**src/rtl/dual_timer.sv**
```systemverilog
module dual_timer #(
  parameter int PRE_BITS = 5
) (
  input  logic       clk,
  input  logic       rst_n,
  input  logic       tick,
  input  logic       wr_en,
  input  logic [2:0] wr_sel,
  input  logic [7:0] wr_data,
  input  logic [1:0] ext_cnt,
  input  logic [1:0] ext_gate,
  output logic [7:0] t0_lo,
  output logic [7:0] t0_hi,
  output logic [7:0] t1_lo,
  output logic [7:0] t1_hi,
  output logic [7:0] mode_q,
  output logic [3:0] ctrl_q,
  output logic       baud_tick
);
  localparam logic [7:0] PRE_MASK = 8'((1 << PRE_BITS) - 1);

  logic [7:0] lo_q [2];
  logic [7:0] hi_q [2];
  logic [7:0] lo_n [2];
  logic [7:0] hi_n [2];
  logic [7:0] mode_r;
  logic [1:0] run_r, flag_r, ovf, wr_lo, wr_hi;
  logic [1:0] sy1, sy2, sy3, fall;
  logic       baud_r, split, split_go, split_ovf, ovf1_any, wr_ctrl;

  assign fall     = sy3 & ~sy2;
  assign split    = (mode_r[1:0] == 2'b11);
  assign wr_lo    = {wr_en && wr_sel == 3'd2, wr_en && wr_sel == 3'd0};
  assign wr_hi    = {wr_en && wr_sel == 3'd3, wr_en && wr_sel == 3'd1};
  assign wr_ctrl  = wr_en && wr_sel == 3'd5;
  assign ovf1_any = ovf[1] | split_ovf;

  always_comb begin
    logic [1:0] md;
    logic       go, hold;
    for (int i = 0; i < 2; i++) begin
      md   = mode_r[4*i +: 2];
      go   = run_r[i] & (~mode_r[4*i+3] | ext_gate[i]) &
             (mode_r[4*i+2] ? fall[i] : tick);
      hold = wr_lo[i] | (wr_hi[i] & ~(i == 0 && split));
      lo_n[i] = lo_q[i];
      hi_n[i] = hi_q[i];
      ovf[i]  = 1'b0;
      if (go && !hold) begin
        case (md)
          2'b00: begin
            lo_n[i] = lo_q[i] + 8'd1;
            if ((lo_n[i] & PRE_MASK) == 8'd0) begin
              lo_n[i] = 8'd0;
              hi_n[i] = hi_q[i] + 8'd1;
              ovf[i]  = (hi_q[i] == 8'hFF);
            end
          end
          2'b01: begin
            {hi_n[i], lo_n[i]} = {hi_q[i], lo_q[i]} + 16'd1;
            ovf[i] = ({hi_q[i], lo_q[i]} == 16'hFFFF);
          end
          2'b10: begin
            if (lo_q[i] == 8'hFF) begin
              lo_n[i] = hi_q[i];
              ovf[i]  = 1'b1;
            end else begin
              lo_n[i] = lo_q[i] + 8'd1;
            end
          end
          default: begin
            if (i == 0) begin
              lo_n[i] = lo_q[i] + 8'd1;
              ovf[i]  = (lo_q[i] == 8'hFF);
            end
          end
        endcase
      end
    end
    split_go  = split & run_r[1] & (~mode_r[7] | ext_gate[1]) & tick & ~wr_hi[0];
    split_ovf = split_go & (hi_q[0] == 8'hFF);
    if (split_go) hi_n[0] = hi_q[0] + 8'd1;
  end

  always_ff @(posedge clk) begin
    if (!rst_n) begin
      for (int i = 0; i < 2; i++) begin
        lo_q[i] <= 8'd0;
        hi_q[i] <= 8'd0;
      end
      mode_r <= 8'd0;
      run_r  <= 2'b00;
      flag_r <= 2'b00;
      baud_r <= 1'b0;
      sy1    <= 2'b00;
      sy2    <= 2'b00;
      sy3    <= 2'b00;
    end else begin
      sy1 <= ext_cnt;
      sy2 <= sy1;
      sy3 <= sy2;
      for (int i = 0; i < 2; i++) begin
        lo_q[i] <= wr_lo[i] ? wr_data : lo_n[i];
        hi_q[i] <= wr_hi[i] ? wr_data : hi_n[i];
      end
      if (wr_en && wr_sel == 3'd4) mode_r <= wr_data;
      if (wr_ctrl) begin
        run_r  <= wr_data[1:0];
        flag_r <= wr_data[3:2];
      end else begin
        flag_r <= flag_r | {ovf1_any, ovf[0]};
      end
      baud_r <= ovf1_any;
    end
  end

  assign t0_lo     = lo_q[0];
  assign t0_hi     = hi_q[0];
  assign t1_lo     = lo_q[1];
  assign t1_hi     = hi_q[1];
  assign mode_q    = mode_r;
  assign ctrl_q    = {flag_r, run_r};
  assign baud_tick = baud_r;
endmodule

```
**config.mk**
```make
export PLATFORM = sky130hd
export DESIGN_NAME = dual_timer
export DESIGN_NICKNAME = d
export VERILOG_FILES = /design/src/rtl/dual_timer.sv
export SDC_FILE = /design/constraint.sdc
export NUM_CORES = 1
export LEC_CHECK = 0
export BUFFER_PORTS_ARGS = -buffer_cell sky130_fd_sc_hd__buf_2
export CORE_ASPECT_RATIO = 0.5
export CORE_UTILIZATION = 55
export DETAILED_ROUTE_END_ITERATION = 10
export PLACE_DENSITY = 0.83
export SLEW_MARGIN = 20
export SYNTH_ARGS = -nofsm -noshare
export SYNTH_HDL_FRONTEND = slang
export SYNTH_SLANG_ARGS = --single-unit
```
**constraint.sdc**
```tcl
create_clock -name clk -period 2.5 [get_ports clk]
set_clock_uncertainty 0.1 [all_clocks]
set_input_delay 0.625 -clock clk [delete_from_list [all_inputs] [get_ports clk]]
set_output_delay 0.625 -clock clk [all_outputs]
set_load 0.02 [all_outputs]
```
; ---- Yosys cells after proc, flatten, opt, wreduce, memory -nomap -nowiden
; Memory sizes are Yosys's and may differ from the RTL's.
; Cells that the tools add are included.
[word_totals]
ram_bits = 32
inputBits = 19
reg_bits = 19
n_memories = 2
out_inout_bits = 45
[op_classes]
reduce_logical = 15
eq_ne = 16
n_mux = 36
bitwise = 26
add_sub_neg = 6
[memory_table]
columns = memory, depth, word_bits, rd, rd_ports_with_merged_regs, write_ports, line
row1 = hi_q, 2, 8, 2, 0, 2, 23  ; logic [7:0] hi_q [2];
row2 = lo_q, 2, 8, 2, 0, 2, 22  ; logic [7:0] lo_q [2];
[op_table]
columns = op, count
row1 = two-way mux 8 bit, 19
row2 = case mux 8 bit (3 select lines), 2
row3 = adder 16 x 1 -> 16 bit (second input constant), 2
row4 = adder 8 x 1 -> 8 bit (second input constant), 4
row5 = == test 16 bit (second input constant), 2
row6 = == test 8 bit (second input constant), 4
row7 = case mux 8 bit (2 select lines), 2
row8 = zero test 8 bit, 2
row9 = bitwise AND 1 bit, 10
row10 = two-way mux 1 bit, 10
row11 = OR 1 bit, 9
row12 = logical AND 1 bit, 8
row13 = == test 2 bit (second input constant), 3
row14 = == test 3 x 2 -> 1 bit (second input constant), 2
row15 = == test 3 bit (second input constant), 2
row16 = case mux 1 bit (3 select lines), 2
row17 = == test 2 x 1 -> 1 bit (second input constant), 2
row18 = zero test 2 bit, 2
row19 = NOT 1 bit, 4
row20 = == test 3 x 1 -> 1 bit (second input constant), 1
row21 = zero test 3 bit, 1
row22 = bitwise AND 2 bit, 1
row23 = zero test 1 bit, 2
row24 = two-way mux 2 bit, 1
row25 = 2 further kinds, 2

; ---- Logic depth before layout (Yosys ltp)
[depth]
depth_word = 10
ltp_mapped = 10

; ---- Worst setup path before layout
; OpenSTA, ideal clock, no wires.
[synth_timing]
kind = register -> register
from = memory lo_q[1][0] (netlist: lo_q[0][8])
to = memory lo_q[1][5] (netlist: lo_q[0][13])
arrival_time_ns = 2.057
stages_incl_launch_ff = 10
path_buffers = 2
setup_slack_ns = 0.274
cell_sequence = dfxtp_1 -> ha_1 -> buf_2 -> nand3_1 -> or2_1 -> clkbuf_2 -> nor2_1 -> a21oi_1 -> or3_1 -> a21oi_1
[synth_rtl]
columns = element, line
row1 = from (decl), 22

==> flow_metrics.py <==
metrics = {
    "outcome": {
        "outcome": "completed",
    },
    "global_route": {
        "grt_max_degree": 30,
        "grt_overflow_total": 0,
        "grt_first_pass_wirelength_um": 14880,
        "grt_antenna_before_repair": 0,
        "grt_pass1_vias": 2984,
        "track_usage_pct": 31.70,
    },
    "die": {
        "rows": 19,
        "ios": 64,
        "dieArea_um2": 6166,
        "die_w_um": 110.1,
        "die_h_um": 56.03,
        "core_um2": 5563,
        "initial_utilization_pct": 57.71,
    },
    "sta": {
        "slew_headroom_pct": 52.08,
        "post-route-period-util_pct": 89.47,
        "rsz0062_at_grt": "false",
        "layout_min_cycle_time_ns": 2.237,
        "fmax_mhz": 447.1,
        "tns_ns": 0,
        "hold-worst-slack_ns": 0.3360,
        "finalHoldViolCount": 0,
        "drv_slew": 0,
        "worst_slew_pin_slew_ns": 0.7179,
        "setup_viol": 0,
    },
    "setup_path": {
        "worstReg2RegStart": "lo_q[0][9]$_SDFFE_PN0P_",
        "startpoint": "lo_q[0][9]$_SDFFE_PN0P_",
        "critPathCaptureType": "register",
        "required_ns": 2.56,
        "cpMaxStageDelayCell": "dfxtp_1",
        "critPathKind": "reg -> reg",
        "crit_family": "compound AO/OA/AOI/OAI gates",
        "cp.arrival_ns": 2.30,
        "path_cells": "ha_1, nand3_1, o21ai_0, nand2_1, mux2_2, a221oi_1, nor2_1",
        "path_max_fanout": 8,
        "crit_buf_inv": 0,
        "cp-start-kind": "register",
        "cp_slowest_stage_delay_ns": 0.49,
    },
    "synthesis": {
        "seq_area_frac_synth_pct": 31.80,
        "synth_ff_type": "dfxtp_1",
        "syn_area_per_cell_um2": 8.006,
        "synthSimpleGateAreaFrac_pct": 27.51,
        "muxShareOfSynthArea_pct": 2.845,
        "synth_area_um2": 3211,
        "synthAdderAreaFrac_pct": 3.118,
        "syn_inst": 401,
        "synth_warnings": 0,
        "synth_compound_area_share_pct": 24.05,
        "synth_top_family_by_area": "simple AND/OR/NAND/NOR gates",
        "synth_edf_count": 0,
        "synthXorXnorAreaFrac_pct": 5.729,
        "syn-num-nets": 428,
        "ys_seq_elements": 51,
        "ys_async_sr_fraction_pct": 0,
        "ys_types": 62,
    },
    "cts": {
        "cts_root_buffer": "clkbuf_16",
        "cts_resized": 0,
        "cts_sinks": 51,
        "cts_tree": "built",
        "path_clk_slew_ns": 0.07,
        "post_cts.repair.setup_buffers": 0,
        "clk_path_buf_depth": 2,
        "worstSkewPairLatency_ns": 0.29,
        "cts.htree.levels": 2,
        "cts_buffers": 5,
        "ctsHoldBuffers": 0,
    },
    "finish": {
        "area_growth_pct": 15.82,
        "nNetsFinal": 485,
        "antennaDiodeCount": 0,
        "drive_above_1_share_pct": 21.79,
        "postLayoutCellArea_um2": 3719,
        "fin_cells": 532,
    },
    "place": {
        "routabilityCongestion": 0.9369,
        "dpl.hpwl_um": 6601,
        "port_buffers": 63,
        "dp_cells": 524,
        "post_dp_cell_area_um2": 3571,
    },
    "routing": {
        "wl_um": 9129,
        "wl_per_cell_um": 17.16,
        "vias": 3289,
        "detailedRoute.firstPassIterationCount": 5,
        "drtAntennaViolNets": 0,
        "drc": 0,
        "drt-vias-per-instance": 6.182,
        "drt-initial-drc-count": 276,
    },
    "flow_run": {
        "cap_violations": 0,
    },
    "hold_path": {
        "hold_start": "sy1[1]$_SDFF_PN0_",
        "min-delay-path-class": "reg -> reg",
    },
    "power_and_ir_drop": {
        "power_density_nw_per_um2": 483.9,
        "irDropWorstVdd_mv": 0.3190,
        "p_total_uw": 1799,
        "p_leak_uw": 0.001479,
    },
}
[worst paths after layout]
kind                         endpoint  slack, ns  cells past startpoint
min reg2reg         sy2[1]$_SDFF_PN0_       0.34                      1
max          hi_q[0][10]$_SDFFE_PN0P_       0.26                      7
min                 sy2[1]$_SDFF_PN0_       0.34                      1
max reg2reg  hi_q[0][10]$_SDFFE_PN0P_       0.26                      7
[layout by cell type, fill, tap and decap left out, types with 9 or more instances in the layout]
cell type / synthesis / layout
a21oi_1: 37 / 37
buf_2: 5 / 63
buf_4: 2 / 11
dfxtp_1: 51 / 51
nand2_1: 35 / 35
nand3_1: 21 / 21
nor2_1: 37 / 37
nor3_1: 9 / 9
o21ai_0: 29 / 29
xnor2_1: 15 / 15
[cell type report]
cell class                      instances  area [um^2]
Multi-Input combinational cell        318         2031
Fill cell                             495         1844
Sequential cell                        51         1021
Timing Repair Buffer                   74        397.9
Clock buffer                            5        125.1
Tap cell                               73        91.34
Inverter                                8        30.03
Clock inverter                          3        22.52
[where the power goes]
| group | leakage (uW) | switching [uW] | internal, uW | total, uW |
|---|---|---|---|---|
| clock network | 0.0000746 | 332 | 377 | 709 |
| registers | 0.000414 | 36.9 | 838 | 875 |
| logic | 0.000990 | 137 | 78.6 | 215 |
[stage by stage]
step                setup slack [ns]  utilization, %
floorplan                     0.2736               -
global placement              0.2637           64.19
detailed placement            0.2445           64.19
CTS                           0.3434           66.85
global route                 0.05235           66.85
finish                        0.2632           66.85
[routing by layer]
metal | track usage [%] | wire length [um]
met1 | 44.40 | 4076
met2 | 48.57 | 4043
met3 | 6.089 | 759
met4 | 10.67 | 249
met5 | 0 | 0
[flip-flops by register name, indices dropped and copies added (netlist names)]
signal,count
hi_q,16
lo_q,16
mode_q,8
flag_r,2
run_r,2
sy1,2
sy2,2
sy3,2
baud_tick,1
[Yosys cell counts, drive strengths merged (4+ instances only)]
| library cell | number | area [um^2] |
|---|---|---|
| clkbuf | 12 | 47.55 |
| a31oi | 6 | 37.54 |
| nand4 | 10 | 75.07 |
| or2 | 4 | 25.03 |
| o221ai | 4 | 35.03 |
| nor4 | 5 | 37.53 |
| buf | 12 | 81.32 |
| and2 | 6 | 37.54 |
| inv | 8 | 30.03 |
| a21o | 5 | 37.54 |
| and3 | 6 | 37.54 |
| nor2 | 38 | 145.1 |
| nand3 | 21 | 105.1 |
| nand2 | 35 | 131.4 |
| nor3 | 12 | 75.07 |
| nor2b | 4 | 25.02 |
| ha | 8 | 100.1 |
| o21ai | 29 | 145.1 |
| nand2b | 4 | 25.02 |
| xor2 | 6 | 52.55 |
| a41oi | 4 | 53.81 |
| mux2i | 8 | 80.08 |
| a211o | 4 | 35.03 |
| a21oi | 40 | 211.5 |
| dfxtp | 51 | 1021 |
| xnor2 | 15 | 131.4 |
[cells by family (layout without fill, tap and decap cells)]
family,count (synthesis),count (layout)
xor+xnor,21,21
compound gates,118,118
simple gates,162,162
mux,9,9
fa+ha+maj,8,8
buf+inv,32,90
flops,51,51
(Power assumes the default switching activity.)
